File: src/rtl/dsm2_pkg.sv
package dsm2_pkg;
  localparam int LFSR_W = 16;
  typedef logic [LFSR_W-1:0] lfsr_t;
  localparam lfsr_t LFSR_SEED = 16'hACE1;

  function automatic lfsr_t lfsr_step(lfsr_t s);
    return {s[14:0], s[15] ^ s[13] ^ s[12] ^ s[10]};
  endfunction
endpackage

File: src/rtl/dsm2_lfsr.sv
module dsm2_lfsr
  import dsm2_pkg::*;
#(
  parameter int DITH_W = 4
) (
  input  logic              clk_i,
  input  logic              rst_ni,
  input  logic              step_i,
  output logic [DITH_W-1:0] dith_o,
  output lfsr_t             state_o
);
  lfsr_t state_q;

  always_ff @(posedge clk_i or negedge rst_ni) begin
    if (!rst_ni)     state_q <= LFSR_SEED;
    else if (step_i) state_q <= lfsr_step(state_q);
  end

  assign dith_o  = state_q[DITH_W-1:0];
  assign state_o = state_q;
endmodule

File: src/rtl/dsm2_integ.sv
module dsm2_integ #(
  parameter int ACC_W = 15
) (
  input  logic                    clk_i,
  input  logic                    rst_ni,
  input  logic                    upd_i,
  input  logic signed [ACC_W-1:0] in_i,
  input  logic signed [ACC_W-1:0] fb_i,
  output logic signed [ACC_W-1:0] acc_o,
  output logic                    clip_o
);
  localparam int EXT_W = ACC_W + 2;
  localparam logic signed [EXT_W-1:0] MAX_V = {3'b000, {(ACC_W-1){1'b1}}};
  localparam logic signed [EXT_W-1:0] MIN_V = {3'b111, {(ACC_W-1){1'b0}}};

  logic signed [ACC_W-1:0] acc_q, acc_d;
  logic signed [EXT_W-1:0] diff, half, sum;
  logic                    hit;

  always_comb begin
    diff = {{2{in_i[ACC_W-1]}}, in_i} - {{2{fb_i[ACC_W-1]}}, fb_i};
    half = diff >>> 1;  // floor of half-gain
    sum  = {{2{acc_q[ACC_W-1]}}, acc_q} + half;
    hit  = 1'b1;
    if (sum > MAX_V)      acc_d = MAX_V[ACC_W-1:0];
    else if (sum < MIN_V) acc_d = MIN_V[ACC_W-1:0];
    else begin
      acc_d = sum[ACC_W-1:0];
      hit   = 1'b0;
    end
  end

  always_ff @(posedge clk_i or negedge rst_ni) begin
    if (!rst_ni)    acc_q <= '0;
    else if (upd_i) acc_q <= acc_d;
  end

  assign acc_o  = acc_q;
  assign clip_o = upd_i & hit;
endmodule

File: src/rtl/dsm2_mod.sv
module dsm2_mod
  import dsm2_pkg::*;
#(
  parameter int IN_W    = 12,
  parameter int GUARD_W = 3,
  parameter int DITH_W  = 4
) (
  input  logic                   clk_i,
  input  logic                   rst_ni,
  input  logic                   en_i,
  input  logic signed [IN_W-1:0] din_i,
  input  logic                   dith_en_i,
  output logic                   bit_o,
  output logic                   sat_o
);
  localparam int ACC_W = IN_W + GUARD_W;
  localparam logic signed [ACC_W-1:0] FS_P = {{GUARD_W{1'b0}}, 1'b1, {(IN_W-1){1'b0}}};
  localparam logic signed [ACC_W-1:0] FS_N = -FS_P;

  logic                    upd_q, bit_q, sat_q, accept;
  logic signed [ACC_W-1:0] x_q, x_d, din_x, dith_x, fb;
  logic [DITH_W-1:0]       dith;
  lfsr_t                   lfsr_q;
  logic signed [ACC_W-1:0] acc      [2];
  logic signed [ACC_W-1:0] stage_in [2];
  logic [1:0]              clip;

  assign accept = en_i & ~upd_q;

  dsm2_lfsr #(.DITH_W(DITH_W)) u_lfsr (
    .clk_i   (clk_i),
    .rst_ni  (rst_ni),
    .step_i  (accept),
    .dith_o  (dith),
    .state_o (lfsr_q)
  );

  always_comb begin
    din_x  = {{GUARD_W{din_i[IN_W-1]}}, din_i};
    dith_x = {{(ACC_W-DITH_W){dith[DITH_W-1]}}, dith};
    x_d    = dith_en_i ? din_x + dith_x : din_x;
  end

  // phase 1: capture sample, latch decision
  always_ff @(posedge clk_i or negedge rst_ni) begin
    if (!rst_ni) begin
      upd_q <= 1'b0;
      bit_q <= 1'b0;
      x_q   <= '0;
    end else begin
      upd_q <= accept;
      if (accept) begin
        bit_q <= ~acc[1][ACC_W-1];
        x_q   <= x_d;
      end
    end
  end

  assign fb          = bit_q ? FS_P : FS_N;
  assign stage_in[0] = x_q;
  assign stage_in[1] = acc[0];

  // phase 2: both integrators update with latched feedback
  for (genvar g = 0; g < 2; g++) begin : g_integ
    dsm2_integ #(.ACC_W(ACC_W)) u_integ (
      .clk_i  (clk_i),
      .rst_ni (rst_ni),
      .upd_i  (upd_q),
      .in_i   (stage_in[g]),
      .fb_i   (fb),
      .acc_o  (acc[g]),
      .clip_o (clip[g])
    );
  end

  always_ff @(posedge clk_i or negedge rst_ni) begin
    if (!rst_ni)    sat_q <= 1'b0;
    else if (upd_q) sat_q <= |clip;
  end

  assign bit_o = bit_q;
  assign sat_o = sat_q;
endmodule

File: config.mk
export PLATFORM = sky130hd
export DESIGN_NAME = dsm2_mod
export DESIGN_NICKNAME = d
export VERILOG_FILES = /design/src/rtl/dsm2_pkg.sv /design/src/rtl/dsm2_lfsr.sv /design/src/rtl/dsm2_integ.sv /design/src/rtl/dsm2_mod.sv
export SDC_FILE = /design/constraint.sdc
export NUM_CORES = 1
export LEC_CHECK = 0
export BUFFER_PORTS_ARGS = -buffer_cell sky130_fd_sc_hd__buf_2
export CORE_MARGIN = 3
export CORE_UTILIZATION = 35
export CTS_CLUSTER_DIAMETER = 100
export CTS_CLUSTER_SIZE = 40
export DETAILED_ROUTE_END_ITERATION = 8
export GPL_TIMING_DRIVEN = 0
export PLACE_DENSITY_LB_ADDON = 0.1
export SLEW_MARGIN = 10
export SYNTH_ARGS = -nofsm -noshare
export SYNTH_HDL_FRONTEND = slang
export SYNTH_SLANG_ARGS = --single-unit
File: constraint.sdc
create_clock -name clk_i -period 4.7 [get_ports clk_i]
set_input_delay 0.47 -clock clk_i [delete_from_list [all_inputs] [get_ports clk_i]]
set_output_delay 0.47 -clock clk_i [all_outputs]
set_load 0.01 [all_outputs]
==> summary.txt, run 1 <==
Status
  • Status: completed

Run
  • # Max-Cap Violations: 0

Setup path
  • Crit path max-delay family: compound AO/OA/AOI/OAI gates
  • R2R setup slack: 990 ps
  • Critical path type: reg2reg
  • Max stage delay on crit path: 510 ps
  • Crit end category: flop
  • Worst-path maximum fanout: 9
  • Buf+Inv Stages, Crit Path: 0
  • Req. time, crit path: slightly below 5000 ps
  • Slowest CP cell: o21ai_1
  • Most used cell, CP: fa_1
  • Critical-path cell list: fa_1, fa_1, ha_1, a21o_1, a2111oi_0, o22a_1, o31ai_4, o21ai_1, o2bb2ai_1
  • Startpoint Class: flop
  • Crit path DAT: between 3000 and 4000 ps

Synthesis
  • Yosys warning count: 0
  • Synth unique cells: 73
  • Mapped Cells: 553
  • Synth top cells by count: nand2_1 (73), dfrtp_1 (53), a21oi_1 (51)
  • Share of the synthesized area in the top cell type: 0.2765
  • EDFF count, synth: 0
  • Synthesized flop and latch total: 61
  • Synth Cell Area: 4796 um^2
  • Net Count, Synth: 619
  • Syn avg cell area: roughly 8.7 um^2
  • Register area share after synthesis: 0.3204
  • Cell taking the most area after synthesis: dfrtp_1
  • Async SR Flop Fraction: 1.000
  • Most used DFF post-synth: dfrtp_1
  • Top-count cell post-synth: nand2_1
  • Synth top area cells: dfrtp_1 (28%), ha_1 (11%), nand2_1 (5.7%)

Floorplanning
  • Die area: ~15000 um^2
  • Site Rows: 42
  • Io pins: 18
  • Die height: 123.1 um
  • Core ar.: approximately 13000 um^2
  • Initial Utilization: 0.3607
  • Die X: 123.1 um

STA
  • Count of final max-slew check failures: 0
  • Clk_skew: 7.259 ps
  • Setup TNS: 0 ps
  • Setup ws final: 992.7 ps
  • Minimum clock period: approximately 3700 ps
  • Unrepaired setup endpoints after global routing: false
  • Worst-margin pin slew: approximately 600 ps
  • Hold Violations, Final: 0
  • Fin crit share: 0.7888
  • Setup violators final: 0
  • FMAX: 269.7 MHz
  • Rel. slew slack: 0.5902

Place
  • # port buffers: 16
  • GP Congestion: 0.8185
  • Post-Place Worst Slack: 957.8 ps
  • Post-DP HPWL: 9.161 mm

Drt
  • DRT iter0 DRCs: 142
  • Detailed Routing Iterations Pass 1: 4
  • Via density: 5.427
  • Vias post-DR: between 4000 and 5000
  • Antenna Nets Post-Route: 0
  • Final WL: 11.95 mm
  • DR WL/cell: 15.66 um
  • DRC: 0

Clock tree
  • Setup Buffers After CTS: 0
  • Sink Count: 61
  • CTS max path bufs: 2
  • Clk Latency, worst-skew pair: 340 ps
  • Clock buffer count from CTS: 9
  • Post-cts resize count: 0
  • Max H-tree Level: 3
  • Root buffer cell: clkbuf_16
  • Clock slew at reported path FFs: 50 ps
  • CTS tree: yes
  • Hold Buf Count CTS: 1

GRT
  • Tot GR Track Use: 0.1729
  • Gr ovfl total: 0
  • First-pass GRT wire length: 20.45 mm
  • Initial antenna violation count: 0
  • Vias in the first global route: just over 4000
  • Largest net degree at the start of global routing: 59

Min path
  • Worst min-delay path category: in2reg

Finish
  • Fillers: 1366
  • Diode count: 0
  • Fin util: 0.4095
  • Area growth from synthesis to layout: 13.51%
  • Final nets: 648
  • Share of layout cells above drive strength 1: 0.1005
## sequential cells by signal, indices dropped and copies added, names as in the netlist
name,count
bit_o,1
g_integ.u_integ.acc_o,30
sat_o,1
u_lfsr.state_o,16
upd_q,1
x_q,12
## worst reg2reg max path: stages (launching register included)
cell and delay (ps):
dfrtp_1 500, fa_1 480, fa_1 470, ha_1 390, a21o_1 220, a2111oi_0 430
o22a_1 250, o31ai_4 140, o21ai_1 510, o2bb2ai_1 170
## per-stage QoR
stage	cell area [um^2]	cells	hold WS [ps]
global placement	5096	745	448.7
finish	5444	763	416.4
CTS	5444	763	403.0
detailed placement	5126	746	282.4
floorplan	4796	553	174.4
global route	5444	763	435.4
## metal layers
| layer | routed length, um | part of all wire | global-route usage |
|---|---|---|---|
| met3 | 318 | 0.027 | 0.02836 |
| met5 | 0 | 0 | 0 |
| met1 | 6085 | 0.51 | 0.2430 |
| met4 | 302 | 0.025 | 0.06990 |
| met2 | 5242 | 0.44 | 0.2655 |
## placed cells by master (no fill, tap or decap), types with 12 or more instances in the layout
cell type,synthesis,layout
ha_1,44,44
inv_1,29,29
clkbuf_1,12,14
nand2_1,73,73
buf_2,2,17
o21ai_0,24,24
dfrtp_1,53,53
o2bb2ai_1,20,20
xnor2_1,25,25
nand3_1,12,12
nor2_1,44,44
a21oi_1,51,51
## logic make-up (layout without fill, tap and decap cells)
kind of cell,after synthesis,count (layout),share of synthesized area
muxes,8,8,0.01696
buffers and inverters,50,84,0.04356
adders and majority gates,50,50,0.1398
xor gates and xnor gates,32,32,0.05844
DFF,61,61,0.3204
AOI/OAI and AO/OA,180,180,0.2565
and+or+nand+nor,172,172,0.1644
## final cells by class
type	instances	area, um^2	area share
buffer	19	92.59	0.01701
clock buffer	11	232.7	0.04275
clock inverter	5	75.07	0.01379
inverter	31	116.4	0.02137
multi-input combinational	442	3050	0.5603
sequential	61	1536	0.2822
tap	176	220.2	0.04045
timing repair buffer	18	120.1	0.02206
## worst paths after layout
check | from | to | cells after the start
worst min-delay path | din_i[11] | x_q[11] | 3
max in group asynchronous | rst_ni | u_lfsr.state_o[13] | 3
min in group asynchronous | rst_ni | u_lfsr.state_o[3] | 2
worst max-delay path | bit_o | g_integ[0].u_integ.acc_o[4] | 9
worst min register to register | u_lfsr.state_o[5] | u_lfsr.state_o[6] | 2
worst max register to register | bit_o | g_integ[0].u_integ.acc_o[4] | 9
Power of run 1 is not shown: default switching activity piles up to over one toggle a cycle in this logic, so the estimate is an artifact.
==> run 2: changes to the inputs <==
ABC_AREA = 1   (was default)
clock period = 3.5 ns   (was 4.7 ns; I/O delays follow)
==> run 2 against run 1 <==
Worst hold slack got worse by 130 ps; clock skew up 1.2 ps; first-iteration DRC count is 94% higher; synthesized cell count up 32%; utilization is 0.22 points higher; count of clock-buffer cells in the layout is 2 lower.
==> summary.txt, run 2 <==
STA
  • Worst-margin pin slew: approximately 590 ps
  • Clk_skew: approximately 8.5 ps
  • FMAX: 317.6 MHz
  • Count of final max-slew check failures: 0
  • Setup TNS: 0 ps
  • Minimum clock period: 3149 ps
  • Setup violators final: 0
  • Rel. slew slack: 0.6048
  • Fin crit share: 0.8996
  • Unrepaired setup endpoints after global routing: false
  • Hold Violations, Final: 0

Setup path
  • Critical path type: reg2reg
  • Worst-path maximum fanout: 10
  • Max stage delay on crit path: about 500 ps
  • Crit end category: flop
  • Crit path DAT: around 3400 ps
  • Critical-path cell list: fa_1, fa_1, ha_1, nand2_1, nand2_1, nand2_1, nand2_1, a21oi_2, nand2_1, nand2_1, nand2_2, a21oi_4, buf_6, a21oi_2
  • Req. time, crit path: 3720 ps
  • Crit path max-delay family: adder cells
  • Buf+Inv Stages, Crit Path: 1
  • Startpoint Class: flop
  • Most used cell, CP: nand2_1
  • Slowest CP cell: fa_1

Finish
  • Fillers: approximately 1500
  • Area growth from synthesis to layout: 13.48%
  • Diode count: 0
  • Most frequent cells in the layout: nand2_1 (236), nor2_1 (81), inv_1 (80)
  • Max reg flops: 30
  • Commonest non-fill, non-tap cell in the layout: nand2_1
  • Share of layout cells above drive strength 1: 0.1175
  • Final nets: ~830

Floorplanning
  • Die height: 126.9 um
  • Initial Utilization: 0.3628
  • Core ar.: 14100 um^2
  • Site Rows: between 40 and 50
  • Die X: 126.9 um
  • Die area: 16100 um^2
  • Io pins: 18

Synthesis
  • Syn avg cell area: between 7 and 8 um^2
  • Share of the synthesized area in the top cell type: 0.2594
  • Synth Cell Area: 5114 um^2
  • Net Count, Synth: about 800
  • Async SR Flop Fraction: 1.000
  • Synthesized flop and latch total: 61
  • Synth top area cells: dfrtp_1 (26%), nand2_1 (17%), ha_1 (11%)
  • Most used DFF post-synth: dfrtp_1
  • EDFF count, synth: 0
  • Register area share after synthesis: 0.3005
  • Yosys warning count: 0
  • Mapped Cells: 729
  • Synth unique cells: 40
  • Synth top cells by count: nand2_1 (236), nor2_1 (81), inv_1 (80)
  • Top-count cell post-synth: nand2_1
  • Cell taking the most area after synthesis: dfrtp_1

Place
  • Post-DP HPWL: ~11 mm
  • # port buffers: 17
  • GP Congestion: 0.8751

Clock tree
  • Sink Count: just over 60
  • Clock buffer count from CTS: 9
  • CTS max path bufs: 2
  • Root buffer cell: clkbuf_16
  • Max H-tree Level: 3
  • Clock slew at reported path FFs: roughly 50 ps
  • Clk Latency, worst-skew pair: 340 ps
  • CTS tree: yes

GRT
  • Vias in the first global route: 4526
  • Gr ovfl total: 0
  • First-pass GRT wire length: 22.37 mm
  • Tot GR Track Use: 0.1739
  • Largest net degree at the start of global routing: 61
  • Initial antenna violation count: 0

Drt
  • DR WL/cell: 14.04 um
  • Via density: 4.922
  • DRT iter0 DRCs: 276
  • Antenna Nets Post-Route: 0
  • DRC: 0
  • Final WL: 13.29 mm
  • Detailed Routing Iterations Pass 1: 5
  • Vias post-DR: 4656

Status
  • Status: completed

Min path
  • Worst min-delay path category: in2reg

Run
  • # Max-Cap Violations: 0
## run 2: cell count changes in the layout (fill, tap and decap cells not counted), moves of 13 or more
cell / previous run / this run
xnor2_1: 25 / 12
nand3_1: 12 / 34
a21oi_2: 1 / 15
inv_1: 29 / 80
nand2_1: 73 / 236
nor2_1: 44 / 81
o2bb2ai_1: 20 / 0
## run 2: metal layers
layer  vias up  global-route usage  wire, um
li1       2415                   -         -
met1      2156              0.2581      6945
met2        70              0.2509      5612
met3        15             0.03200       467
met4         0             0.06309       259
met5         -                   0         0
## run 2: kinds of logic after synthesis
| logic type | Yosys count | synth area share |
|---|---|---|
| AOI/OAI and AO/OA | 111 | 0.1319 |
| xor gates and xnor gates | 25 | 0.04282 |
| adders and majority gates | 50 | 0.1311 |
| buffers and inverters | 94 | 0.07291 |
| DFF | 61 | 0.3005 |
| and+or+nand+nor | 388 | 0.3208 |
## run 2: path summary, 6_finish.rpt
path                                        start                            to  slack [ps]  cells past startpoint
worst max-delay path                        bit_o  g_integ[0].u_integ.acc_o[11]         350                     14
worst min-delay path                    din_i[10]                       x_q[10]         280                      3
worst max register to register              bit_o  g_integ[0].u_integ.acc_o[11]         350                     14
worst min register to register  u_lfsr.state_o[6]             u_lfsr.state_o[7]         470                      2
max in group asynchronous                  rst_ni             u_lfsr.state_o[6]        2620                      3
min in group asynchronous                  rst_ni  g_integ[1].u_integ.acc_o[12]         350                      2
## run 2: layout make-up
cell class	count	area, um^2	area share
buffer	12	65.06	0.01121
clock buffer	9	225.2	0.03881
clock inverter	7	97.59	0.01682
inverter	82	307.8	0.05304
multi-input combinational	574	3204	0.5522
sequential	61	1538	0.2650
tap	180	225.2	0.03881
timing repair buffer	21	140.1	0.02415
## run 2: worst register-to-register path: stages (launching register included)
cell and delay [ps]:
dfrtp_2 470, fa_1 460, fa_1 490, ha_1 370, nand2_1 110, nand2_1 80, nand2_1 60, nand2_1 50
a21oi_2 160, nand2_1 100, nand2_1 80, nand2_2 120, a21oi_4 200, buf_6 190, a21oi_2 70
## run 2: timing repair
| item | in CTS | in global routing |
|---|---|---|
| hold buffers | 1 | 0 |
| endpoints found under the setup margin | 0 | 15 |
| gates resized for setup | 0 | 1 |
| setup buffers | 0 | 2 |
| hold endpoints to repair | 1 | 0 |
## run 2: per-stage QoR
| stage | instance area [um^2] | instances | util | worst slack, ps | hold slack, ps |
|---|---|---|---|---|---|
| after floorplan | 5114 | 729 | - | 661.4 | 54.41 |
| after global placement | 5424 | 926 | 0.3848 | 178.4 | 456.4 |
| after detailed placement | 5454 | 927 | 0.3869 | 103.7 | 150.8 |
| after CTS | 5787 | 944 | 0.4105 | 93.72 | 269.5 |
| after global routing | 5803 | 946 | 0.4117 | 73.42 | 272.9 |
| final | 5803 | 946 | 0.4117 | 351.4 | 283.0 |
Power of run 2 is left out for the same reason.
==> run 3: changes to the inputs <==
GPL_TIMING_DRIVEN = 1   (was 0)
==> run 3 against run 2 <==
Critical path depth fell by 3; die area did not move; sequential share of layout area rose by 0.55 points; count of clock-buffer cells in the layout rose by 3.
==> summary.txt, run 3 (same netlist as run 2, synthesis figures left out) <==
Drt
  • Metal3 WL: 365 um
  • Final WL: 12.60 mm
  • Detailed Routing Iterations Pass 1: 5
  • DR WL/cell: between 10 and 15 um
  • Max Used Layer: met4
  • Met2 WL post-DR: 5.544 mm
  • Via density: between 4 and 5
  • Metal-1 WL: between 6 and 7 mm
  • Antenna Nets Post-Route: 0
  • Vias post-DR: between 4000 and 5000
  • DRC: 0
  • DRT iter0 DRCs: 266

Clock tree
  • Root buffer cell: clkbuf_16
  • Clock slew at reported path FFs: 60 ps
  • CTS tree: yes
  • CTS max path bufs: 2
  • Max H-tree Level: 3
  • Sink Count: 61
  • Clock buffer count from CTS: 9
  • Clk Latency, worst-skew pair: between 300 and 400 ps
  • Setup Buffers After CTS: 0

Place
  • GP Congestion: roughly 0.86
  • Dpl cell area: 5396 um^2
  • Post-DP HPWL: 10.08 mm
  • Placed insts: 919
  • # port buffers: 17

STA
  • Setup TNS: 0 ps
  • Setup violators final: 0
  • Count of final max-slew check failures: 0
  • Rel. slew slack: 0.5008
  • Minimum clock period: 3176 ps
  • Clk_skew: ~4.8 ps
  • Unrepaired setup endpoints after global routing: false
  • FMAX: between 300 and 400 MHz
  • Worst-margin pin slew: ~750 ps
  • Hold Violations, Final: 0
  • Fin crit share: 0.9074

Setup path
  • R2R setup slack: 320 ps
  • Critical path type: reg2reg
  • Req. time, crit path: 3690 ps
  • Worst-path maximum fanout: 13
  • R2r endpoint: g_integ[0].u_integ.acc_o[0]
  • Crit end category: flop
  • Max stage delay on crit path: 480 ps
  • Register-to-Register Path Depth: 11
  • Slowest CP cell: fa_1
  • Crit path DAT: approximately 3400 ps
  • R2r startpoint: bit_o
  • Critical-path cell list: fa_1, fa_1, ha_1, nand2_1, nor2_1, and2_1, nand2_2, nand3_1, nand2_2, a21oi_4, a21oi_1
  • Startpoint Class: flop

Finish
  • Final Cell Area: 5685 um^2
  • Layout Cells excl Fill: 935
  • Sequential cell area: 1538 um^2
  • Share of layout cells above drive strength 1: 0.1126
  • Diode count: 0
  • Area growth from synthesis to layout: 11.18%
  • Multi-input gate area: 3204 um^2
  • Most frequent cells in the layout: nand2_1 (236), nor2_1 (81), inv_1 (80)
  • Commonest non-fill, non-tap cell in the layout: nand2_1
  • Final nets: 816
  • Max reg flops: 30
  • Fillers: 1511

Floorplanning
  • Io pins: 18
  • Die area: 16100 um^2
  • Initial Utilization: 0.3628
  • Die height: between 100 and 150 um
  • Site Rows: 43
  • Die X: 126.9 um
  • Core ar.: 14100 um^2

Status
  • Status: completed

GRT
  • First-pass GRT wire length: 21.50 mm
  • Largest net degree at the start of global routing: 36
  • Initial antenna violation count: 0
  • Tot GR Track Use: 0.1653
  • Vias in the first global route: 4344
  • Gr ovfl total: 0

Run
  • # Max-Cap Violations: 0

Min path
  • Worst min-delay path category: in2async
==> run 3: repair_timing <==
action | 4_1_cts | 5_1_grt
hold buffers | 0 | 0
endpoints found under the setup margin | 0 | 1
gates resized for setup | 0 | 1
==> run 3: critical path, delay by kind of cell (launching register included) <==
kind | cells | cell delay [ps]
adders and majority gates | 3 | 1320
and+or+nand+nor | 6 | 670
AOI/OAI and AO/OA | 2 | 590
DFF | 1 | 460
==> run 3: how the worst max path moves through the flow <==
stage / startpoint / endpoint / slack, ps / cells past startpoint
after global routing: bit_o / g_integ[0].u_integ.acc_o[2] / 100 / 13
after detailed placement: bit_o / g_integ[1].u_integ.acc_o[9] / 300 / 17
after CTS: bit_o / g_integ[0].u_integ.acc_o[0] / 300 / 11
after global placement: bit_o / g_integ[0].u_integ.acc_o[0] / 410 / 11
after floorplan: bit_o / g_integ[0].u_integ.acc_o[10] / 660 / 12
final: bit_o / g_integ[0].u_integ.acc_o[0] / 320 / 11
==> run 3: metrics by stage <==
stage               worst slack [ps]    util  hold WS (ps)
finish                         324.1  0.4033         29.62
global route                   102.2  0.4033         72.10
CTS                            303.0  0.4032         47.67
detailed placement             300.9  0.3828         414.0
global placement               410.8  0.3828         418.4
floorplan                      661.4       -         54.41
==> run 3: area by class of cell <==
type,instances,area share
Clock inverter,4,0.005502
Multi-Input combinational cell,574,0.5636
Inverter,82,0.05414
Sequential cell,61,0.2705
Timing Repair Buffer,22,0.02157
Clock buffer,12,0.04511
Tap cell,180,0.03961
==> run 3: layer usage <==
metal,GRT usage,vias up
met5,0,-
met4,0.04984,0
met3,0.02737,11
met2,0.2484,67
met1,0.2431,2084
li1,-,2394
Power of run 3 is left out for the same reason.
